$ cat config.mk
export PLATFORM = sky130hd
export DESIGN_NAME = banked_regwin
export DESIGN_NICKNAME = d
export VERILOG_FILES = /design/src/rtl/banked_regwin_pkg.sv /design/src/rtl/rw_scratch.sv /design/src/rtl/rw_bank0.sv /design/src/rtl/rw_bank1.sv /design/src/rtl/banked_regwin.sv
export SDC_FILE = /design/constraint.sdc
export NUM_CORES = 1
export LEC_CHECK = 0
export ABC_AREA = 1
export BUFFER_PORTS_ARGS = -buffer_cell sky130_fd_sc_hd__buf_4
export CAP_MARGIN = 25
export CORE_AREA = 2 2 259 261
export DETAILED_ROUTE_END_ITERATION = 7
export DIE_AREA = 0 0 261 263
export PLACE_DENSITY = 0.44
export SLEW_MARGIN = 20
export SYNTH_ARGS = -nofsm -noshare
export SYNTH_HDL_FRONTEND = slang
export SYNTH_SLANG_ARGS = --single-unit
$ cat constraint.sdc
create_clock -name clk -period 6.35 [get_ports clk]
set_clock_uncertainty 0.05 [all_clocks]
set_input_delay 1.5875 -clock clk [delete_from_list [all_inputs] [get_ports clk]]
set_output_delay 1.5875 -clock clk [all_outputs]
set_load 0.01 [all_outputs]
$ cat src/rtl/banked_regwin_pkg.sv
package banked_regwin_pkg;
   localparam int unsigned DATA_W    = 8;
   localparam int unsigned ADDR_W    = 3;
   localparam int unsigned BANK_W    = 3;
   localparam int unsigned MAX_BANKS = 1 << BANK_W;
   localparam int unsigned WIN_DEPTH = (1 << ADDR_W) - 1;
   localparam logic [ADDR_W-1:0] CTRL_ADDR = ADDR_W'(WIN_DEPTH);

   localparam int PD_BIT   = 7;
   localparam int MRST_BIT = 6;
   localparam int MIE_BIT  = 5;
   localparam int ERST_BIT = 4;

   typedef struct packed {
      logic              pd;
      logic              mie;
      logic [BANK_W-1:0] bank;
   } ctrl_t;

   function automatic logic [DATA_W-1:0] ctrl_pack(input ctrl_t c);
      logic [DATA_W-1:0] v;
      v             = '0;
      v[PD_BIT]     = c.pd;
      v[MIE_BIT]    = c.mie;
      v[BANK_W-1:0] = c.bank;
      return v;
   endfunction
endpackage

$ cat src/rtl/rw_scratch.sv
module rw_scratch
   import banked_regwin_pkg::*;
#(
   parameter int unsigned LO_ADDR = 0
) (
   input  logic              clk,
   input  logic              rst_n,
   input  logic              clr,
   input  logic              we,
   input  logic [ADDR_W-1:0] addr,
   input  logic [DATA_W-1:0] wdata,
   output logic [DATA_W-1:0] rdata
);
   generate
      if (LO_ADDR >= WIN_DEPTH) begin : g_bad
         $error("rw_scratch: LO_ADDR must be below the window depth");
      end
   endgenerate

   logic [DATA_W-1:0] mem [LO_ADDR:WIN_DEPTH-1];

   always_ff @(posedge clk or negedge rst_n) begin
      if (!rst_n) begin
         for (int i = LO_ADDR; i < WIN_DEPTH; i++) mem[i] <= '0;
      end else if (clr) begin
         for (int i = LO_ADDR; i < WIN_DEPTH; i++) mem[i] <= '0;
      end else if (we) begin
         for (int i = LO_ADDR; i < WIN_DEPTH; i++)
            if (addr == ADDR_W'(i)) mem[i] <= wdata;
      end
   end

   always_comb begin
      rdata = '0;
      for (int i = LO_ADDR; i < WIN_DEPTH; i++)
         if (addr == ADDR_W'(i)) rdata = mem[i];
   end
endmodule

$ cat src/rtl/rw_bank0.sv
module rw_bank0
   import banked_regwin_pkg::*;
#(
   parameter int unsigned IRQ_W = 8
) (
   input  logic              clk,
   input  logic              rst_n,
   input  logic              clr_all,
   input  logic              clr_err,
   input  logic              we,
   input  logic [ADDR_W-1:0] addr,
   input  logic [DATA_W-1:0] wdata,
   input  logic [DATA_W-1:0] stat_evt,
   output logic [DATA_W-1:0] rdata,
   output logic [DATA_W-1:0] status,
   output logic [IRQ_W-1:0]  ien
);
   generate
      if (IRQ_W < 1 || IRQ_W > DATA_W) begin : g_bad
         $error("rw_bank0: IRQ_W must lie in 1..DATA_W");
      end
   endgenerate

   localparam logic [ADDR_W-1:0] A_STAT = ADDR_W'(0);
   localparam logic [ADDR_W-1:0] A_IEN  = ADDR_W'(1);
   localparam logic [ADDR_W-1:0] A_MSG  = ADDR_W'(2);
   localparam logic [ADDR_W-1:0] A_MEM  = ADDR_W'(3);
   localparam logic [ADDR_W-1:0] A_BYTE = ADDR_W'(4);

   logic [DATA_W-1:0] stat_q, ien_q, msg_q, mem_q, byte_q;
   logic [DATA_W-1:0] stat_base;

   assign stat_base = (clr_all || clr_err) ? '0 : stat_q;

   always_ff @(posedge clk or negedge rst_n) begin
      if (!rst_n) stat_q <= '0;
      else        stat_q <= stat_base | stat_evt;
   end

   always_ff @(posedge clk or negedge rst_n) begin
      if (!rst_n) begin
         ien_q  <= '0;
         msg_q  <= '0;
         mem_q  <= '0;
         byte_q <= '0;
      end else if (clr_all) begin
         ien_q  <= '0;
         msg_q  <= '0;
         mem_q  <= '0;
         byte_q <= '0;
      end else if (clr_err) begin
         msg_q  <= '0;
         mem_q  <= '0;
         byte_q <= '0;
      end else if (we) begin
         case (addr)
            A_IEN:   ien_q  <= wdata;
            A_MSG:   msg_q  <= wdata;
            A_MEM:   mem_q  <= wdata;
            A_BYTE:  byte_q <= wdata;
            default: ;
         endcase
      end
   end

   always_comb begin
      case (addr)
         A_STAT:  rdata = stat_q;
         A_IEN:   rdata = ien_q;
         A_MSG:   rdata = msg_q;
         A_MEM:   rdata = mem_q;
         A_BYTE:  rdata = byte_q;
         default: rdata = '0;
      endcase
   end

   assign status = stat_q;
   assign ien    = ien_q[IRQ_W-1:0];
endmodule

$ cat src/rtl/rw_bank1.sv
module rw_bank1
   import banked_regwin_pkg::*;
(
   input  logic              clk,
   input  logic              rst_n,
   input  logic              clr_all,
   input  logic              we,
   input  logic [ADDR_W-1:0] addr,
   input  logic [DATA_W-1:0] wdata,
   output logic [DATA_W-1:0] rdata,
   output logic [DATA_W-1:0] legacy,
   output logic [DATA_W-1:0] timeout
);
   localparam logic [ADDR_W-1:0] A_LEG = ADDR_W'(0);
   localparam logic [ADDR_W-1:0] A_TMO = ADDR_W'(1);
   localparam int unsigned       SCR_LO = 2;

   logic [DATA_W-1:0] leg_q, tmo_q, scr_rd;

   always_ff @(posedge clk or negedge rst_n) begin
      if (!rst_n) begin
         leg_q <= '0;
         tmo_q <= '0;
      end else if (clr_all) begin
         leg_q[DATA_W-1] <= 1'b0;
      end else if (we) begin
         if (addr == A_LEG) leg_q <= wdata;
         if (addr == A_TMO) tmo_q <= wdata;
      end
   end

   rw_scratch #(.LO_ADDR(SCR_LO)) u_scr (
      .clk   (clk),
      .rst_n (rst_n),
      .clr   (clr_all),
      .we    (we),
      .addr  (addr),
      .wdata (wdata),
      .rdata (scr_rd)
   );

   always_comb begin
      case (addr)
         A_LEG:   rdata = leg_q;
         A_TMO:   rdata = tmo_q;
         default: rdata = scr_rd;
      endcase
   end

   assign legacy  = leg_q;
   assign timeout = tmo_q;
endmodule

$ cat src/rtl/banked_regwin.sv
module banked_regwin
   import banked_regwin_pkg::*;
#(
   parameter int unsigned NBANKS = 8,
   parameter int unsigned IRQ_W  = 8
) (
   input  logic              clk,
   input  logic              rst_n,
   input  logic              cs_n,
   input  logic [ADDR_W-1:0] addr,
   input  logic              rd,
   input  logic              wr,
   input  logic [DATA_W-1:0] wdata,
   output logic [DATA_W-1:0] rdata,
   input  logic [DATA_W-1:0] stat_evt,
   input  logic [IRQ_W-1:0]  irq_req,
   output logic              irq
);
   generate
      if (NBANKS < 2 || NBANKS > MAX_BANKS) begin : g_bad_banks
         $error("banked_regwin: NBANKS must lie in 2..8");
      end
   endgenerate

   ctrl_t             ctrl_q;
   logic [DATA_W-1:0] ctrl_byte;
   logic              access, ctrl_wr, mrst, erst, win_wr;
   logic [DATA_W-1:0] bank_rd [MAX_BANKS];
   logic [MAX_BANKS-1:0] bank_we;
   logic [IRQ_W-1:0]  ien;
   logic [DATA_W-1:0] line_stat, legacy_q, timeout_q;

   assign access  = !cs_n;
   assign ctrl_wr = access && wr && (addr == CTRL_ADDR);
   assign mrst    = ctrl_wr && wdata[MRST_BIT];
   assign erst    = ctrl_wr && wdata[ERST_BIT] && !wdata[MRST_BIT];
   assign win_wr  = access && wr && (addr != CTRL_ADDR) && !ctrl_q.pd;

   always_ff @(posedge clk or negedge rst_n) begin
      if (!rst_n) begin
         ctrl_q <= '0;
      end else if (mrst) begin
         ctrl_q <= '0;
      end else if (ctrl_wr) begin
         ctrl_q.pd   <= wdata[PD_BIT];
         ctrl_q.mie  <= wdata[MIE_BIT];
         ctrl_q.bank <= wdata[BANK_W-1:0];
      end
   end

   assign ctrl_byte = ctrl_pack(ctrl_q);

   generate
      for (genvar b = 0; b < MAX_BANKS; b++) begin : g_bank
         assign bank_we[b] = win_wr && (ctrl_q.bank == BANK_W'(b));
         if (b == 0) begin : g_b0
            rw_bank0 #(.IRQ_W(IRQ_W)) u_b0 (
               .clk      (clk),
               .rst_n    (rst_n),
               .clr_all  (mrst),
               .clr_err  (erst),
               .we       (bank_we[b]),
               .addr     (addr),
               .wdata    (wdata),
               .stat_evt (stat_evt),
               .rdata    (bank_rd[b]),
               .status   (line_stat),
               .ien      (ien)
            );
         end else if (b == 1) begin : g_b1
            rw_bank1 u_b1 (
               .clk     (clk),
               .rst_n   (rst_n),
               .clr_all (mrst),
               .we      (bank_we[b]),
               .addr    (addr),
               .wdata   (wdata),
               .rdata   (bank_rd[b]),
               .legacy  (legacy_q),
               .timeout (timeout_q)
            );
         end else if (b < NBANKS) begin : g_plain
            rw_scratch #(.LO_ADDR(0)) u_scr (
               .clk   (clk),
               .rst_n (rst_n),
               .clr   (mrst),
               .we    (bank_we[b]),
               .addr  (addr),
               .wdata (wdata),
               .rdata (bank_rd[b])
            );
         end else begin : g_absent
            assign bank_rd[b] = '0;
         end
      end
   endgenerate

   always_comb begin
      if (!(access && rd))        rdata = '0;
      else if (addr == CTRL_ADDR) rdata = ctrl_byte;
      else if (ctrl_q.pd)         rdata = '0;
      else                        rdata = bank_rd[ctrl_q.bank];
   end

   assign irq = ctrl_q.mie && |(irq_req & ien);
endmodule

==> results of run 1 <==
## registers in the layout, indices dropped and copies added (netlist names)
signal	count
ctrl_byte	5
g_bank.g_b0.u_b0.status	8
g_bank.g_b1.u_b1.timeout	8
g_bank.g_b0.u_b0.ien	8
g_bank.g_b0.u_b0.mem_q	8
g_bank.g_b0.u_b0.msg_q	8
g_bank.g_b0.u_b0.byte_q	8
g_bank.g_plain.u_scr.mem	336
g_bank.g_b1.u_b1.legacy	8
g_bank.g_b1.u_b1.u_scr.mem	40
## metrics by stage
step	setup WS [ns]	util	hold slack (ns)
floorplan	1.41	-	0.394
global placement	0.457	0.326	0.409
detailed placement	0.454	0.326	0.416
CTS	0.434	0.353	0.431
global route	0.203	0.353	0.446
finish	0.338	0.353	0.429
## kinds of logic after synthesis
group                  after synthesis  share of synthesized area
AOI/OAI and AO/OA                  573                      0.151
buffers and inverters              279                     0.0558
DFF                                437                      0.542
muxes                                1                   0.000558
and+or+nand+nor                   1198                      0.250
## cell type report
cell class	instances	share of cell area
well taps	864	0.0467
flip-flops and latches	437	0.472
clock buffers	81	0.0696
inverters	116	0.0190
multi-input cells	1772	0.352
clock inverters	10	0.00648
repair buffers	86	0.0341
## path summary, 6_finish.rpt
check                                                 from                               to  slack [ns]  cells after the start
min                        g_bank[2].g_plain.u_scr.mem[17]  g_bank[2].g_plain.u_scr.mem[17]        0.43                      2
min reg2reg                g_bank[2].g_plain.u_scr.mem[17]  g_bank[2].g_plain.u_scr.mem[17]        0.43                      2
max reg2reg                                   ctrl_byte[2]   g_bank[6].g_plain.u_scr.mem[0]        3.19                      4
max                                                addr[0]                         rdata[7]        0.34                     15
min in group asynchronous                            rst_n  g_bank[2].g_plain.u_scr.mem[28]        0.99                      1
max in group asynchronous                            rst_n  g_bank[7].g_plain.u_scr.mem[34]        3.87                      2
## synthesized netlist by cell type (all sizes together), types with 4 or more instances
cell type  count
clkbuf       110
o21bai         6
nor2          48
o21ai        476
nand4         53
buf           53
o31ai          6
a21oi         47
inv          115
nand3b         7
nand3         75
o211ai        18
a221oi         4
dfrtp        437
nand2        970
or2           36
nor3           9
## power groups by stage
stage	Combinational, mW	Clock [mW]	Sequential (mW)
2_1_floorplan	0.646	0	3.35
3_3_place_gp	1.03	0	3.41
3_5_place_dp	1.05	0	3.41
4_1_cts	1.05	3.16	3.37
5_1_grt	1.18	3.28	3.42
6_report	1.04	3.09	3.37
## worst max-delay path, cell delays in order
cell,delay (ns)
buf_4,0.19
inv_2,0.16
nor2_1,0.06
buf_4,0.16
nand2_1,0.08
buf_4,0.49
nor2_1,0.07
o21ai_0,0.40
nand2_1,0.14
nand2_1,0.09
nand2_1,0.09
o21ai_0,0.15
nand3_1,0.09
a21oi_1,0.36
buf_4,0.21
## routing by layer
metal | GRT usage | up-vias | wire [um]
met2 | 0.348 | 444 | 34000
li1 | - | 8082 | -
met5 | 0 | - | 0
met3 | 0.0274 | 112 | 3370
met4 | 0.0620 | 0 | 2050
met1 | 0.298 | 8426 | 32900
==> flow_summary.yaml, run 1 <==
run_status:
  run_status: "completed"
floorplan:
  start_util: 0.307
  die-area_um2: 68600
  coreArea_um2: 65600
  rows: 94
  ios: 41
  die_w_um: 261
  die_h_um: 263
layout:
  antenna_cells: 0
  fin_cells: 3366
  nets: 2497
  final_common_cell: "nand2_1"
  area_growth_pct: 14.8
  multiInputGateArea_um2: 8150
  final_area_um2: 23200
  drive_above_1_share: 0.104
  fillers: 6947
  regArea_um2: 10900
  final_cell_mix: "939 x nand2_1, 437 x dfrtp_1, 332 x o21ai_0"
pwr:
  p_comb_frac: 0.138
  p_seq_frac: 0.449
  clockPowerShare: 0.412
  p_leak_nw: 10.9
  power_mw: 7.50
  powerDensity_nw_per_um2: 324
  peakVddDrop_mv: 0.164
  swShare: 0.281
  p_int_mw: 5.39
  switching_power_mw: 2.11
worst_hold_path:
  hp-class: "flip-flop to flip-flop"
drt:
  vias: 17100
  routed_wl_um: 72300
  ant_nets: 0
  drtIter0Drc: 1500
  via_per_inst: 5.07
  post_drt_wl_per_cell_um: 21.5
  first_pass_iters: 5
  drc: 0
flow_run:
  maxCapViolCount: 0
synth:
  synth-main-ff-cell: "dfrtp_1"
  synth_cells: 2488
  syn_nets: 2520
  yosys.area.top_type: "dfrtp_1"
  synth-warning-count: 0
  synth_edf_count: 0
  async_flop_share: 1.00
  ys_seq_area_frac: 0.542
  syn_area_um2: 20200
  synth_area_per_cell_um2: 8.11
  synth_area_leaders: "dfrtp_1 54%, nand2_1 18%, o21ai_0 8.2%"
  ys_ff_latch: 437
  ys_types: 41
  synth_top_cell_area_share: 0.542
clock_tree:
  h-tree-depth: 2
  cts_tree: "yes"
  numCtsBuffers: 52
  cts_hold_buf: 0
  clockBufferDepth: 3
  clock-sinks: 437
  post_cts_resized: 0
  clkTransAtPathRegs_ns: 0.06
  cts_root_buffer: "clkbuf_16"
  clk_latency_ns: 0.59
  post_cts_buffers: 0
placed_design:
  port_buffers: 40
  place_area_um2: 21400
  hpwl_um: 46200
  numPlacedInstances: 3275
  gp_congestion: 0.836
timing:
  final.period_utilization: 0.947
  max_slew_margin: 0.339
  setup_tns_ns: 0
  fin_crit_ns: 6.01
  fmax_mhz: 166
  final_max_slew_viol_count: 0
  setup_viol: 0
  tightestPinTransition_ns: 0.991
  hold_viol: 0
  rsz0062_at_grt: "false"
setup_path:
  required_ns: 4.71
  cp-start-kind: "primary input"
  cp_max_fo: 38
  worstSetupPathType: "primary input to primary output"
  endpoint_kind: "primary output"
  crit_arrival_ns: 4.37
grt:
  grt_max_degree: 124
  grt_usage: 0.214
  overflow: 0
  grt_pass1_wl_um: 111000
  antenna_found_initial: 1
  grt_pass1_vias: 16800
Power figures use the tool's default switching activity.
==> run 2, diff against run 1 <==
- PLACE_DENSITY: 0.44 -> default
==> run 2 against run 1 <==
Effect of this change: largest cell class unchanged; combinational power barely moved; routed wire length fell by 12%; hold slack got worse by 0.0016 ns; clock-buffer cell count fell by 16; non-clock buffer count rose by 8.
==> flow_summary.yaml, run 2 (same netlist as run 1, synthesis figures left out) <==
worst_hold_path:
  hp-class: "flip-flop to flip-flop"
  min_to: "g_bank[7].g_plain.u_scr.mem[41]"
  hold-path-cell-count: 2
  min_from: "g_bank[7].g_plain.u_scr.mem[41]"
clock_tree:
  cts_root_buffer: "clkbuf_16"
  clockBufferDepth: 3
  post_cts_buffers: 0
  clkTransAtPathRegs_ns: 0.06
  numCtsBuffers: 47
  h-tree-depth: 2
  cts_tree: "yes"
  clk_latency_ns: 0.59
  clock-sinks: 437
  cts_hold_buf: 0
  post_cts_resized: 0
floorplan:
  rows: 94
  coreArea_um2: 65600
  ios: 41
  die-area_um2: 68600
  die_h_um: 263
  start_util: 0.307
  die_w_um: 261
layout:
  top_register: "g_bank.g_plain.u_scr.mem"
  fin_cells: 3366
  final_common_cell: "nand2_1"
  fillers: 6835
  final_cell_mix: "939 x nand2_1, 437 x dfrtp_1, 332 x o21ai_0"
  area_growth_pct: 13.9
  nets: 2500
  drive_above_1_share: 0.105
  largest_reg_flops: 336
  reg.largest.list: "g_bank.g_plain.u_scr.mem (336), g_bank.g_b1.u_b1.u_scr.mem (40)"
placed_design:
  numPlacedInstances: 3283
  hpwl_um: 41000
  port_buffers: 40
  gp_congestion: 0.861
timing:
  hold_viol: 0
  tightestPinTransition_ns: 0.998
  setup_viol: 0
  fmax_mhz: 171
  setup_tns_ns: 0
  rsz0062_at_grt: "false"
  max_slew_margin: 0.333
  fin_crit_ns: 5.86
  final_max_slew_viol_count: 0
  final.period_utilization: 0.923
drt:
  routed_wl_um: 63500
  first_pass_iters: 5
  drc: 0
  drtIter0Drc: 1883
  vias: 16800
  via_per_inst: 5.00
  post_drt_wl_per_cell_um: 18.9
  ant_nets: 0
setup_path:
  reg2reg_depth: 5
  crit_arrival_ns: 4.22
  cp-start-kind: "primary input"
  r2r_start: "ctrl_byte[0]"
  endpoint_kind: "primary output"
  rr_endpoint: "g_bank[6].g_plain.u_scr.mem[18]"
  r2r_setup_slack_ns: 3.04
  worstSetupPathType: "primary input to primary output"
  required_ns: 4.71
  cp_max_fo: 30
flow_run:
  maxCapViolCount: 0
grt:
  overflow: 0
  grt_usage: 0.186
  grt_pass1_wl_um: 98900
  antenna_found_initial: 0
  grt_max_degree: 160
  grt_pass1_vias: 16000
pwr:
  powerDensity_nw_per_um2: 308
  p_leak_nw: 10.8
  peakVddDrop_mv: 0.176
  power_mw: 7.09
run_status:
  run_status: "completed"
-- run 2: cell count changes in the layout (fill, tap and decap cells not counted), sizes merged --
cell,delta
buf,+8
clkbuf,-16
diode,+1
clkinvlp,+1
clkinv,+7
bufinv,-3
inv,+2
-- run 2: per-layer routing --
layer / global-route usage / up-vias / share of wire
li1: - / 8071 / -
met1: 0.269 / 8114 / 0.46
met2: 0.288 / 556 / 0.45
met3: 0.0240 / 104 / 0.066
met4: 0.0585 / 0 / 0.029
met5: 0 / - / 0
-- run 2: worst max-delay path by stage --
| stage | cells after the start | to | start | slack (ns) |
|---|---|---|---|---|
| 6_report | 14 | rdata[0] | addr[2] | 0.49 |
| 5_1_grt | 16 | rdata[2] | addr[2] | 0.33 |
| 4_1_cts | 16 | rdata[2] | addr[2] | 0.63 |
| 3_5_place_dp | 16 | rdata[2] | addr[2] | 0.64 |
| 3_3_place_gp | 14 | rdata[0] | addr[2] | 0.65 |
| 2_1_floorplan | 13 | rdata[7] | addr[1] | 1.41 |
-- run 2: layout make-up --
type                    count  area [um2]  area share
diodes                      1        2.50    0.000109
clock buffers              65        1370      0.0598
repair buffers             94         863      0.0376
flip-flops and latches    437       10900       0.476
inverters                 116         440      0.0192
well taps                 864        1080      0.0470
clock inverters            17         128     0.00555
multi-input cells        1772        8150       0.355
-- run 2: through the flow --
step,hold WS (ns),instance area (um2),util,setup WS [ns]
after CTS,0.431,23000,0.350,0.632
after floorplan,0.394,20200,-,1.41
final,0.428,23000,0.350,0.491
after global routing,0.436,23000,0.350,0.328
after detailed placement,0.416,21500,0.327,0.641
after global placement,0.409,21500,0.327,0.655
-- run 2: worst max-delay path, stage by stage --
cell and delay, ns:
buf_4 0.24, inv_2 0.26, buf_4 0.44, nand3_1 0.13
nand2_1 0.08, o21ai_0 0.07, nand4_1 0.13, nand2_1 0.07
nand2_1 0.09, nand2_1 0.06, o21ai_0 0.41, nand3_1 0.14
a21oi_1 0.29, buf_4 0.18
-- run 2: report_power, final --
group | total (mW) | leakage, nW | internal (mW) | switching, mW
sequential | 3.37 | 5.88 | 3.16 | 0.219
combinational | 1.01 | 4.20 | 0.349 | 0.658
clock | 2.70 | 0.754 | 1.55 | 1.16
total | 7.09 | 10.8 | 5.05 | 2.03
==> run 3, diff against run 2 <==
- clock period: 6.35 -> 7.2 ns (I/O delays scaled with it)
==> run 3 against run 2 <==
Effect of this change: hold slack gained 0.00083 ns; sequential cell count is the same; power shrank 12%; cell count shrank 0.30%; non-clock buffer count shrank 8; first-iteration DRC count grew 2.0%; worst setup slack gained 0.12 ns; global-route usage is essentially flat; die area is the same; via count shrank 0.30%; critical path depth grew 1; sequential power shrank 11%; critical path type unchanged.
==> flow_summary.yaml, run 3 (same netlist as run 1, synthesis figures left out) <==
run_status:
  run_status: "completed"
clock_tree:
  post_cts_resized: 0
  clkTransAtPathRegs_ns: 0.06
  cts_tree: "yes"
  cts_hold_buf: 0
  clock-sinks: 437
  clk_latency_ns: 0.59
  clockBufferDepth: 3
  h-tree-depth: 2
  numCtsBuffers: 46
  post_cts_buffers: 0
  cts_root_buffer: "clkbuf_16"
timing:
  setup_tns_ns: 0
  setup_viol: 0
  timing.hold.ws_ns: 0.428
  hold_viol: 0
  fmax_mhz: 152
  rsz0062_at_grt: "false"
  final_max_slew_viol_count: 0
  final.period_utilization: 0.915
  max_slew_margin: 0.344
  fin_crit_ns: 6.59
  tightestPinTransition_ns: 0.984
  setup_ws_ns: 0.610
placed_design:
  pre_cts_slack_ns: 0.769
  gp_congestion: 0.920
  place_area_um2: 21300
  numPlacedInstances: 3273
  port_buffers: 40
  hpwl_um: 40500
layout:
  drive_above_1_share: 0.100
  antenna_cells: 0
  reg.largest.list: "g_bank.g_plain.u_scr.mem (336), g_bank.g_b1.u_b1.u_scr.mem (40)"
  nets: 2491
  top_register: "g_bank.g_plain.u_scr.mem"
  final_area_um2: 22800
  area_growth_pct: 13.2
  largest_reg_flops: 336
  final_common_cell: "nand2_1"
  final_cell_mix: "939 x nand2_1, 437 x dfrtp_1, 332 x o21ai_0"
  fin_cells: 3356
setup_path:
  cp-start-kind: "primary input"
  r2r_setup_slack_ns: 4.17
  required_ns: 5.35
  crit_family: "simple AND/OR/NAND/NOR gates"
  cp_common_cell: "nand2_1"
  reg2reg_depth: 5
  cp_max_fo: 20
  r2r_start: "ctrl_byte[2]"
  worstSetupPathType: "primary input to primary output"
  worst-path-buf-inv: 3
  critical_path.cell_chain: "buf_4 -> nor2_2 -> nand2_1 -> inv_2 -> nand2_1 -> nand2_1 -> o21ai_0 -> nand4_1 -> nand2_1 -> nand2_1 -> nand2_1 -> o21ai_0 -> nand2_1 -> a21oi_1 -> buf_4"
  rr_endpoint: "g_bank[5].g_plain.u_scr.mem[37]"
  cpPeakStageDelay_ns: 0.52
  crit_arrival_ns: 4.74
  endpoint_kind: "primary output"
  critPathSlowestCell: "o21ai_0"
drt:
  first_pass_iters: 5
  top_layer_used: "met5"
  drt-met1-wl_um: 29300
  via_per_inst: 5.00
  drtIter0Drc: 1920
  post_drt_wl_per_cell_um: 19.1
  drc: 0
  wl_met2_um: 27900
  wl_met3_um: 4510
  routed_wl_um: 64100
  ant_nets: 0
  vias: 16800
worst_hold_path:
  hold-path-cell-count: 2
  min_to: "g_bank[6].g_plain.u_scr.mem[13]"
  min_from: "g_bank[6].g_plain.u_scr.mem[13]"
  hp-class: "flip-flop to flip-flop"
pwr:
  p_seq_frac: 0.479
  clockPowerShare: 0.379
  peakVddDrop_mv: 0.156
  p_comb_frac: 0.142
  swShare: 0.291
  p_leak_nw: 10.8
  powerDensity_nw_per_um2: 273
  p_int_mw: 4.42
  switching_power_mw: 1.81
floorplan:
  die_w_um: 261
  rows: 94
  die_h_um: 263
  die-area_um2: 68600
  start_util: 0.307
  ios: 41
  coreArea_um2: 65600
grt:
  grt_max_degree: 122
  overflow: 0
  grt_usage: 0.186
  grt_pass1_wl_um: 99000
  antenna_found_initial: 2
  grt_pass1_vias: 15700
flow_run:
  maxCapViolCount: 0
## run 3: cell count changes in the layout (fill, tap and decap cells not counted), sizes merged
| cell | previous run | this run |
|---|---|---|
| clkbuf | 65 | 67 |
| buf | 94 | 86 |
| clkinvlp | 1 | 0 |
| clkinv | 13 | 11 |
| diode | 1 | 0 |
## run 3: worst max-delay path by stage
stage / from / cells after the start / endpoint / slack (ns)
floorplan: addr[1] / 13 / rdata[7] / 1.83
global placement: addr[0] / 15 / rdata[2] / 0.75
detailed placement: addr[0] / 15 / rdata[2] / 0.77
CTS: addr[0] / 15 / rdata[2] / 0.75
global route: addr[0] / 15 / rdata[2] / 0.52
finish: addr[0] / 15 / rdata[2] / 0.61
## run 3: layout make-up
cell class | count | area, um2
Fill cell | 6813 | 42800
Sequential cell | 437 | 10900
Multi-Input combinational cell | 1772 | 8150
Clock buffer | 67 | 1350
Tap cell | 864 | 1080
Timing Repair Buffer | 86 | 761
Inverter | 116 | 440
Clock inverter | 14 | 121
## run 3: metrics by stage
step | total power, mW | utilization
final | 6.24 | 0.348
after detailed placement | 3.90 | 0.325
after CTS | 6.26 | 0.347
after global placement | 3.89 | 0.325
after floorplan | 3.52 | -
after global routing | 6.52 | 0.348
## run 3: routing by layer
layer	track usage	vias up
met4	0.0656	2
li1	-	8049
met5	0	-
met2	0.276	621
met3	0.0322	116
met1	0.273	8006
## run 3: worst reg2reg max path, delay by kind of cell (launching register included)
kind	cells	cell delay, ns
buf+inv	1	0.43
simple gates	2	0.81
flops	1	0.71
compound gates	2	0.89
## run 3: power groups by stage
stage | Combinational [mW] | Clock (mW) | Sequential, mW
3_3_place_gp | 0.860 | 0 | 3.03
4_1_cts | 0.880 | 2.40 | 2.99
2_1_floorplan | 0.570 | 0 | 2.95
5_1_grt | 1.00 | 2.50 | 3.03
3_5_place_dp | 0.880 | 0 | 3.02
6_report | 0.884 | 2.36 | 2.99
